$ cat config.mk
export PLATFORM = sky130hd
export DESIGN_NAME = pok_supervisor
export DESIGN_NICKNAME = d
export VERILOG_FILES = /design/src/rtl/pok_pkg.sv /design/src/rtl/pok_qualify.sv /design/src/rtl/pok_release_timer.sv /design/src/rtl/pok_out_reg.sv /design/src/rtl/pok_supervisor.sv
export SDC_FILE = /design/constraint.sdc
export NUM_CORES = 1
export LEC_CHECK = 0
export ABC_CLOCK_PERIOD_IN_PS = 2500
export BUFFER_PORTS_ARGS = -buffer_cell sky130_fd_sc_hd__buf_2
export CORE_ASPECT_RATIO = 1.4
export CORE_MARGIN = 2
export CORE_UTILIZATION = 45
export CTS_CLUSTER_DIAMETER = 200
export CTS_CLUSTER_SIZE = 16
export DETAILED_ROUTE_END_ITERATION = 16
export PLACE_DENSITY = 0.62
export SYNTH_ARGS = -nofsm -noshare
export SYNTH_HDL_FRONTEND = slang
export SYNTH_HIERARCHICAL = 1
export SYNTH_SLANG_ARGS = --single-unit
$ cat constraint.sdc
create_clock -name clk -period 2.5 [get_ports clk]
set_input_delay 0.375 -clock clk [delete_from_list [all_inputs] [get_ports clk]]
set_output_delay 0.375 -clock clk [all_outputs]
set_load 0.02 [all_outputs]
$ cat src/rtl/pok_pkg.sv
package pok_pkg;
  typedef enum logic {
    POK_SW_ONLY    = 1'b0,
    POK_SW_AND_LDO = 1'b1
  } pok_mode_e;
endpackage

$ cat src/rtl/pok_qualify.sv
module pok_qualify
  import pok_pkg::*;
(
  input  logic en,
  input  logic sw_ok,
  input  logic ldo_ok,
  input  logic need_both,
  output logic qual
);
  pok_mode_e mode;
  logic      ldo_term;

  assign mode = pok_mode_e'(need_both);

  always_comb begin
    case (mode)
      POK_SW_AND_LDO: ldo_term = ldo_ok;
      default:        ldo_term = 1'b1;
    endcase
  end

  assign qual = en & sw_ok & ldo_term;
endmodule

$ cat src/rtl/pok_release_timer.sv
module pok_release_timer #(
  parameter int DELAY_CYCLES = 7_500_000
) (
  input  logic clk,
  input  logic rst,
  input  logic qual,
  output logic done
);
  localparam int CW = (DELAY_CYCLES > 2) ? $clog2(DELAY_CYCLES) : 1;
  localparam logic [CW-1:0] LAST = CW'(DELAY_CYCLES - 1);

  logic [CW-1:0] cnt;

  always_ff @(posedge clk) begin
    if (rst || !qual)    cnt <= '0;
    else if (cnt != LAST) cnt <= cnt + 1'b1;
  end

  assign done = (cnt == LAST);

  // reset leaves the count at zero
  p_reset_clear_r1: assert property (@(posedge clk) rst |=> cnt == '0);
  // any single-cycle loss clears the count
  p_clear_on_drop_r7: assert property (@(posedge clk) disable iff (rst)
    !qual |=> cnt == '0);
  // the count advances by exactly one per good sample until it saturates
  p_step_r5: assert property (@(posedge clk) disable iff (rst)
    (qual && cnt != LAST) |=> cnt == $past(cnt) + 1'b1);
  // a saturated count holds while the condition stays true
  p_hold_r8: assert property (@(posedge clk) disable iff (rst)
    (qual && cnt == LAST) |=> cnt == LAST);
endmodule

$ cat src/rtl/pok_out_reg.sv
module pok_out_reg (
  input  logic clk,
  input  logic rst,
  input  logic qual,
  input  logic done,
  output logic pok_level
);
  always_ff @(posedge clk) begin
    if (rst) pok_level <= 1'b0;
    else     pok_level <= qual & done;
  end

  // reset pulls the pin low
  p_reset_low_r1: assert property (@(posedge clk) rst |=> !pok_level);
  // a lost condition pulls the pin low on the next edge
  p_fast_pull_r6: assert property (@(posedge clk) disable iff (rst)
    !qual |=> !pok_level);
  // release only follows a completed delay
  p_release_gated_r5: assert property (@(posedge clk) disable iff (rst)
    $rose(pok_level) |-> $past(done) && $past(qual));
endmodule

$ cat src/rtl/pok_supervisor.sv
module pok_supervisor #(
  parameter int DELAY_CYCLES = 7_500_000
) (
  input  logic clk,
  input  logic rst,
  input  logic en,
  input  logic sw_ok,
  input  logic ldo_ok,
  input  logic need_both,
  output logic pok_level
);
  logic qual;
  logic done;

  pok_qualify u_qual (
    .en        (en),
    .sw_ok     (sw_ok),
    .ldo_ok    (ldo_ok),
    .need_both (need_both),
    .qual      (qual)
  );

  pok_release_timer #(.DELAY_CYCLES(DELAY_CYCLES)) u_timer (
    .clk  (clk),
    .rst  (rst),
    .qual (qual),
    .done (done)
  );

  pok_out_reg u_out (
    .clk       (clk),
    .rst       (rst),
    .qual      (qual),
    .done      (done),
    .pok_level (pok_level)
  );

  // enable low forces the pin low on the next edge
  p_disable_low_r2: assert property (@(posedge clk) disable iff (rst)
    !en |=> !pok_level);
  // in dual mode a bad linear output forces the pin low
  p_dual_needs_ldo_r4: assert property (@(posedge clk) disable iff (rst)
    (need_both && !ldo_ok) |=> !pok_level);
endmodule

* After elaboration in Yosys (flattened, before gate mapping)
Cells that the tools add are included.
W data, S select, Z words.
** Storage, ports and cells
- Register bits after elaboration :: 24
- Bits of input ports :: 6
- Output and inout bits :: 1
- Logic and storage cells :: 11
** Operators by class
- Add/sub/neg operators :: 1
- Equality and inequality tests :: 2
- Mux-type cells :: 1
- Bitwise operators :: 3
- Reduce and logical (&&, ||, !) cells :: 2
** Operators by type and width (count)
- $add A23 B1 Y23 const B :: 1
- $eq A23 B23 Y1 const B :: 1
- $ne A23 B23 Y1 const B :: 1
- $and A1 B1 Y1 :: 3
- $logic_not A1 Y1 :: 1
- $logic_or A1 B1 Y1 :: 1
- $mux W1 :: 1

* Logic depth before layout (Yosys ltp)
Gate-level depths: netlist of run 1.
- Depth after elaboration :: 4
- Depth in mapped cells :: 7
- Mapped depth without buffers :: 6

* Hierarchy
Netlist of run 1, hierarchy kept.
** By module, submodules not included
- pok_release_timer :: times used 1, cells an instance 123, area each 1048.5 µm², sequential area each 460.4 µm²
- pok_out_reg :: times used 1, cells an instance 2, area each 28.8 µm², sequential area each 20.0 µm²
- pok_qualify :: times used 1, cells an instance 3, area each 16.3 µm², sequential area each 0.0 µm²

* Least setup slack after synthesis of run 1
OpenSTA, ideal clock, no wires.
- Path kind :: register to register
- From :: register u_timer.cnt[0]
- To :: register u_timer.cnt[14]
- Library setup time :: 0.070 ns
- Data arrival time :: 1.835 ns
- Data required time :: 2.430 ns
- Setup slack :: 0.595 ns
- Cell stages (with the launch flop) :: 7
- Buffers on the path :: 1
- Period minus slack after synthesis :: 1.905 ns
- Cell sequence :: dfxtp_1 > ha_1 > inv_1 > or4_1 > clkbuf_2 > or4_1 > a21oi_1
** On the way
- Longest elaborated chain between the ends :: 1
- Elaborated cells between the ends (all ways) :: 2
- Those cells by class :: add/sub (1); eq/ne (1)
** Ends and longest elaborated chain
- start, declared :: RTL line pok_release_timer.sv:12 : logic [CW-1:0] cnt;
- start signal, assigned :: RTL line pok_release_timer.sv:16 : else if (cnt != LAST) cnt <= cnt + 1'b1;
- $add A23 B1 Y23 / $ne A23 B23 Y1 (equally long branches) :: RTL line pok_release_timer.sv:16
Several ways; a longest one is shown, not always the timed one.
A chain may end at the register's enable or synchronous reset.

* Final worst setup path of run 1
Ends and elaborated chain as after synthesis.

==> results.cfg, run 1 <==
[worst_setup_path]
crit_path_max_fanout = 7
crit_buf_inv = 1
crit_family = simple AND/OR/NAND/NOR gates
worst_r2r_endpoint = u_timer/cnt[14]
worst-r2r-setup-slack_ns = 0.39
cp-end-kind = flop
critPathSlowestCell = or4_1
cp.arrival_ns = 2.34
start_kind = flop
path_class = reg -> reg
path_cells = ha_1, inv_1, or4_1, or4_1, a21oi_1
reg2reg_from = u_timer/cnt[0]
rr_worst_depth = 5
max_stage_delay_ns = 0.66
crit_required_ns = 2.73
cpMostUsedCell = or4_1

[synth]
yosysTopAreaCell = dfxtp_1
synth_ff_type = dfxtp_1
yosysTopAreaCellShare_pct = 43.9
yosysWarnings = 6
yosys-top-cells-area = dfxtp_1, nor2_1, xnor2_1
async_flop_share_pct = 0
avgSynthCellArea_um2 = 8.54
synthCells = 128
synth-edff-count = 0
ys_top_cells_by_count = dfxtp_1, nor2_1, nand3_1, xnor2_1, xor2_1
syn_nets = 135
yosys_register_bits = 24
synth.distinct_cells = 29
syn_area_mm2 = 0.00109
ys_seq_area_share_pct = 43.9

[detailed_routing]
drc = 0
postRouteAntennaNets = 0
viasPerCell = 5.78
routed_wl_mm = 2.04
drt-pass1-iter-count = 4
wl_per_cell_um = 12.9
drt_iter0_drc = 29
vias = 913

[power_and_ir_drop]
vdd_drop_max_v = 0.000311
p_int_uw = 444
pwr-share-seq_pct = 69.2
power_uw = 555
p_leak_nw = 0.383
swShare_pct = 20.0
power.switching_uw = 111
power_density_mw_per_mm2 = 475
p_clk_share_pct = 28.8
p_comb_share_pct = 2.1

[floorplan]
core-area_mm2 = 0.00234
die_area_mm2 = 0.00285
num_rows = 21
ios = 7
die_w_um = 45.7
die-height_um = 62.3
start_util_pct = 46.8

[sta]
tightest_slew_ns = 0.844
period_share_pct = 84.4
relSlewSlack_pct = 43.7
slew_violations = 0
fin_crit_ns = 2.11
fin_skew_ns = 0.00364
fmax_mhz = 474
rsz0062_at_grt = no
hold_viol = 0
fin_setup_tns_ns = 0
setup_violations = 0

[global_routing]
track_usage_pct = 16.7
grt_pass1_wl_mm = 3.66
grt_pass1_vias = 882
grt_max_degree = 24
overflow = 0
antenna_found_initial = 0

[min_path]
min_path_type = in -> reg
whs_endpoint = u_out/pok_level
hold-path-cell-count = 2
hold_start = rst

[cts]
clk_pin_slew_ns = 0.12
cts_tree = yes
cts_buffer_depth = 2
clock-sinks = 24
clkLatencyLatePin_ns = 0.30
cts_resized = 0
numCtsBuffers = 3
cts_hold_buf = 0
cts_setup_buffers = 0
clockRootBuffer = clkbuf_4
htree_levels = 1

[place]
gp_congestion = 0.818
dp_hpwl_mm = 1.56
io_buffers = 6

[cells_and_area]
area_delta_synth_final_pct = 6.98
layout-drive-gt1-share_pct = 9.63
layout.nets = 144
antenna_cells = 0

[run_status]
status = finished clean

[flow_run]
maxCapViolations = 0
layer usage:
| metal | vias up | wire, µm | global-route usage [%] |
|---|---|---|---|
| li1 | 457 | - | - |
| met1 | 442 | 876 | 19.4 |
| met5 | - | 0 | 0 |
| met2 | 12 | 1080 | 29.2 |
| met3 | 2 | 59 | 1.74 |
| met4 | 0 | 21 | 6.99 |
registers in the layout (all words and copies together), names as in the netlist:
| register | flops |
|---|---|
| u_out/pok_level | 1 |
| u_timer/cnt | 23 |
stage by stage:
step                      instances  cell area [µm²]  utilization (%)  hold WS, ns  worst slack [ns]
after floorplan                 128             1090                -        0.452             0.595
after global placement          155             1150             49.1        0.464             0.518
after detailed placement        155             1150             49.1        0.473             0.418
after CTS                       158             1170             50.0        0.328             0.402
after global routing            158             1170             50.0        0.332             0.290
final                           158             1170             50.0        0.342             0.391
layout make-up:
| class | count | area [µm²] |
|---|---|---|
| tap | 23 | 28.8 |
| timing repair buffer | 7 | 37.5 |
| multi-input combinational | 97 | 586 |
| inverter | 4 | 15.0 |
| clock buffer | 3 | 22.5 |
| sequential | 24 | 480 |
| fill | 231 | 1170 |
worst max-delay path by stage:
stage,start,to,slack [ns],cells past startpoint
after CTS,u_timer/cnt[0],u_timer/cnt[14],0.40,5
after global placement,u_timer/cnt[0],u_timer/cnt[14],0.52,5
final,u_timer/cnt[0],u_timer/cnt[14],0.39,5
after detailed placement,u_timer/cnt[0],u_timer/cnt[14],0.42,5
after global routing,u_timer/cnt[0],u_timer/cnt[1],0.29,7
after floorplan,u_timer/cnt[0],u_timer/cnt[14],0.59,6
placed cells by master, fill, tap and decap left out:
cell type / n
dfxtp_1: 24
nor2_1: 24
nand3_1: 10
xnor2_1: 9
xor2_1: 9
nand2_1: 8
buf_2: 6
nor3_1: 6
inv_1: 4
clkbuf_4: 3
nor4_1: 3
a21oi_1: 3
and3_1: 3
and4_1: 2
nand4_1: 2
nand2b_1: 2
o21ai_0: 2
or3_1: 2
or4_1: 2
and3b_1: 1
a21oi_2: 1
nor4b_1: 1
nor4bb_1: 1
and3_2: 1
nand4_2: 1
o2111ai_1: 1
mux2i_1: 1
o31ai_1: 1
ha_1: 1
buf_4: 1
power by group through the flow:
stage	clock network [mW]	logic [mW]	registers (mW)
floorplan	0	0.00669	0.392
global placement	0	0.0114	0.392
detailed placement	0	0.0117	0.393
CTS	0.172	0.0117	0.384
global route	0.187	0.0130	0.385
finish	0.160	0.0114	0.384
cells by family (layout without fill, tap and decap cells):
logic type                 after synthesis  after routing  share of synthesized area, %
AOI/OAI and AO/OA                        8              8                          4.58
xor gates and xnor gates                18             18                          14.4
adders and majority gates                1              1                          1.14
buffers and inverters                    7             14                          2.52
DFF                                     24             24                          43.9
muxes                                    1              1                         0.915
and+or+nand+nor                         69             69                          32.5
Power figures use the tool's default switching activity.
==> inputs of run 2 (changes only) <==
ABC_CLOCK_PERIOD_IN_PS = 1900   (was 2500)
PLACE_DENSITY = 0.64   (was 0.62)
clock period = 1.9 ns   (was 2.5 ns; I/O delays follow)
==> run 2 against run 1 <==
Maximum frequency grew 16%. First-iteration DRC count shrank 41%. Utilization grew 5.0 points. Sequential share of layout area shrank 3.7 points. Count of clock-buffer cells in the layout grew 1. Via count grew 2.6%. Clock power grew 62%. Critical path type unchanged. Final area grew 10%. Sequential power grew 32%.
==> results.cfg, run 2 (same netlist as run 1, synthesis figures left out) <==
[power_and_ir_drop]
p_int_uw = 630
p_comb_share_pct = 2.4
p_clk_share_pct = 33.2
p_leak_nw = 0.450
swShare_pct = 19.6
power.switching_uw = 154
pwr-share-seq_pct = 64.4
power_density_mw_per_mm2 = 608
vdd_drop_max_v = 0.000428

[min_path]
min_path_type = in -> reg

[run_status]
status = finished clean

[cells_and_area]
area_delta_synth_final_pct = 17.7
largest_register_ffs = 23
layout.nets = 156
final_common_cell = nor2_1
fin_util_pct = 55.1
layout-drive-gt1-share_pct = 20.3
top_register = u_timer/cnt
antenna_cells = 0
finalNonFillerCells = 171
reg_top3 = u_timer/cnt: 23 flops, u_out/pok_level: 1 flops
final_cell_mix = nor2_1, dfxtp_1, buf_4, nand3_1

[detailed_routing]
postRouteAntennaNets = 0
routed_wl_mm = 2.14
drt_iter0_drc = 17
viasPerCell = 5.48
vias = 937
drc = 0
drt-pass1-iter-count = 4
wl_per_cell_um = 12.5

[place]
post-place-ws_ns = 0.0401
post-place-cells = 167
io_buffers = 6
dp_hpwl_mm = 1.65
gp_congestion = 0.816

[worst_setup_path]
cp.arrival_ns = 2.07
worst-r2r-setup-slack_ns = 0.07
start_kind = flop
path_class = reg -> reg
cp-end-kind = flop
crit_path_max_fanout = 10
crit_required_ns = 2.14

[global_routing]
grt_pass1_vias = 882
grt_pass1_wl_mm = 3.80
grt_max_degree = 24
track_usage_pct = 17.9
overflow = 0
antenna_found_initial = 0

[cts]
clk_pin_slew_ns = 0.12
cts_tree = yes
cts_buffer_depth = 2
clock-sinks = 24
cts_setup_buffers = 0
htree_levels = 1
clkLatencyLatePin_ns = 0.30
clockRootBuffer = clkbuf_4
numCtsBuffers = 3

[sta]
fin_setup_tns_ns = 0
tightest_slew_ns = 0.485
relSlewSlack_pct = 67.4
rsz0062_at_grt = yes
setup_violations = 0
fin_skew_ns = 0.00205
fin_crit_ns = 1.83
hold_viol = 0
period_share_pct = 96.1
fin_ws_ns = 0.0749
fmax_mhz = 548
slew_violations = 0

[floorplan]
die_w_um = 45.7
core-area_mm2 = 0.00234
die_area_mm2 = 0.00285
start_util_pct = 46.8
ios = 7
num_rows = 21
die-height_um = 62.3

[flow_run]
maxCapViolations = 0
run 2: power by group through the flow:
stage / Sequential, mW / Combinational, mW / Clock [mW]
6_report: 0.505 / 0.0185 / 0.260
2_1_floorplan: 0.516 / 0.00885 / 0
5_1_grt: 0.505 / 0.0209 / 0.296
3_3_place_gp: 0.516 / 0.0184 / 0
4_1_cts: 0.505 / 0.0190 / 0.270
3_5_place_dp: 0.516 / 0.0190 / 0
run 2: layout make-up:
| cell class | count | area, µm² |
|---|---|---|
| Tap cell | 23 | 28.8 |
| Fill cell | 218 | 1050 |
| Clock buffer | 4 | 36.3 |
| Multi-Input combinational cell | 97 | 598 |
| Timing Repair Buffer | 19 | 128 |
| Sequential cell | 24 | 482 |
| Inverter | 4 | 15.0 |
run 2: per-stage QoR:
stage | power [mW] | hold WS, ns | area (µm²)
after floorplan | 0.525 | 0.452 | 1100
after global placement | 0.534 | 0.463 | 1240
after detailed placement | 0.535 | 0.478 | 1240
after CTS | 0.794 | 0.257 | 1280
after global routing | 0.823 | 0.245 | 1290
final | 0.783 | 0.258 | 1290
run 2: per-layer routing:
layer	GRT usage [%]	routed length, µm
met2	32.6	1100
met5	0	0
met3	3.49	59
met4	6.62	52
met1	18.8	931
run 2: final timing paths:
kind | startpoint | end | depth (start not counted)
min | rst | u_out/pok_level | 2
min reg2reg | u_timer/cnt[14] | u_timer/cnt[14] | 2
max | u_timer/cnt[0] | u_timer/cnt[14] | 8
max reg2reg | u_timer/cnt[0] | u_timer/cnt[14] | 8
run 2: timing repair:
action                                 4_1_cts  5_1_grt
gates resized for setup                      0        3
setup endpoints to repair                    0        8
endpoints found under the hold margin        0        0
hold buffers                                 0        0
run 2: worst max-delay path, cell delays in order (launching register included):
cell	delay [ns]
dfxtp_2	0.34
ha_2	0.18
buf_4	0.14
nor4bb_2	0.17
nand4_1	0.10
nor2_1	0.06
buf_4	0.16
or4_1	0.47
a21oi_1	0.14
==> inputs of run 3 (changes only) <==
CELL_PAD_IN_SITES_DETAIL_PLACEMENT = 0   (was not set)
CELL_PAD_IN_SITES_GLOBAL_PLACEMENT = 1   (was not set)
CORE_UTILIZATION = 39   (was 45)
PLACE_DENSITY = 0.72   (was 0.64)
==> run 3 against run 2 <==
Routed wire length grew 5.8%. Critical path depth unchanged. Combinational power barely moved. First-iteration DRC count down 35%. Sequential cell count unchanged. Largest cell class unchanged. Clock power fell by 17%. Final area increased by 0.29%. Worst hold slack got worse by 0.0019 ns.
==> results.cfg, run 3 (same netlist as run 1, synthesis figures left out) <==
[cts]
clockRootBuffer = clkbuf_4
clkLatencyLatePin_ns = 0.30
htree_levels = 1
cts_tree = yes
cts_hold_buf = 0
clk_pin_slew_ns = 0.12
numCtsBuffers = 3
clock-sinks = 24
cts_buffer_depth = 2

[sta]
fin_setup_tns_ns = 0
fin_skew_ns = 0.00550
fin_ws_ns = 0.0464
period_share_pct = 97.6
setup_violations = 0
slew_violations = 0
relSlewSlack_pct = 68.6
whs_ns = 0.256
fin_crit_ns = 1.85
hold_viol = 0
fmax_mhz = 539
tightest_slew_ns = 0.468

[global_routing]
overflow = 0
grt_pass1_vias = 873
track_usage_pct = 14.7
antenna_found_initial = 0
grt_pass1_wl_mm = 3.75
grt_max_degree = 15

[flow_run]
maxCapViolations = 0

[detailed_routing]
drt-pass1-iter-count = 4
routed_wl_mm = 2.27
drt_iter0_drc = 11
wl_per_cell_um = 12.4
vias = 928
postRouteAntennaNets = 0
viasPerCell = 5.07
drc = 0

[cells_and_area]
layout-drive-gt1-share_pct = 19.7
top_register = u_timer/cnt
fin_util_pct = 48.9
largest_register_ffs = 23
reg_top3 = u_timer/cnt: 23 flops, u_out/pok_level: 1 flops
n_fill_cell = 285
final_common_cell = dfxtp_1
finalNonFillerCells = 183
final_cell_mix = dfxtp_1, nor2_1, buf_4, nand3_1
design_area_mm2 = 0.00129
multiInputGateArea_um2 = 601
layout.nets = 156
seq_area_um2 = 480
area_delta_synth_final_pct = 18.1
antenna_cells = 0

[worst_setup_path]
start_kind = flop
cp-end-kind = flop
crit_path_max_fanout = 5
cp.arrival_ns = 2.10
path_class = reg -> reg
rr_worst_depth = 8
crit_required_ns = 2.14

[floorplan]
die-height_um = 66.7
die_area_mm2 = 0.00325
core-area_mm2 = 0.00264
num_rows = 22
ios = 7
die_w_um = 48.8
start_util_pct = 41.4

[place]
io_buffers = 6
post-place-cells = 180
place_area_mm2 = 0.00126
gp_congestion = 0.803
post-place-ws_ns = 0.0252
dp_hpwl_mm = 1.71

[min_path]
hold-path-cell-count = 2
min_path_type = in -> reg

[power_and_ir_drop]
vdd_drop_max_v = 0.000284
power_uw = 739
power_density_mw_per_mm2 = 572
p_leak_nw = 0.444

[run_status]
status = finished clean
run 3: cell count changes in the layout (fill, tap and decap cells not counted):
cell / delta
dfxtp_1: +1
nor2_1: -1
clkbuf_8: -1
dfxtp_2: -1
nor2_2: +1
run 3: power by group:
group	internal, mW	leakage (nW)	switching (mW)
logic	0.00840	0.236	0.0103
clock network	0.0739	0.0138	0.142
registers	0.504	0.193	0.000549
total	0.586	0.444	0.152
run 3: final timing paths:
kind                         from         endpoint  slack (ns)
hold / removal                rst  u_out/pok_level        0.26
setup reg to reg   u_timer/cnt[0]  u_timer/cnt[14]        0.05
setup / recovery   u_timer/cnt[0]  u_timer/cnt[14]        0.05
hold reg to reg   u_timer/cnt[14]  u_timer/cnt[14]        0.49
run 3: routing by layer:
metal / vias to the layer above / part of all wire, % / global-route usage [%]
li1: 480 / - / -
met1: 435 / 45 / 17.6
met2: 11 / 52 / 27.1
met3: 2 / 2.4 / 2.02
met4: 0 / 0.53 / 4.29
met5: - / 0 / 0
run 3: what timing repair did:
item | 4_1_cts | 5_1_grt
resized for setup | 1 | 2
endpoints found under the setup margin | 1 | 4
buffers inserted | 0 | 0
pin swaps | 0 | 1
run 3: area by class of cell:
| cell class | instances | share of cell area (%) |
|---|---|---|
| Multi-Input combinational cell | 97 | 46.5 |
| Sequential cell | 24 | 37.2 |
| Timing Repair Buffer | 19 | 9.88 |
| Tap cell | 36 | 3.49 |
| Clock buffer | 3 | 1.74 |
| Inverter | 4 | 1.16 |
run 3: critical path, stage by stage (launching register included):
cell	delay (ns)
dfxtp_1	0.34
ha_2	0.18
buf_4	0.14
nor4bb_2	0.16
nand4_1	0.13
nor2_2	0.07
buf_4	0.15
or4_1	0.47
a21oi_1	0.14
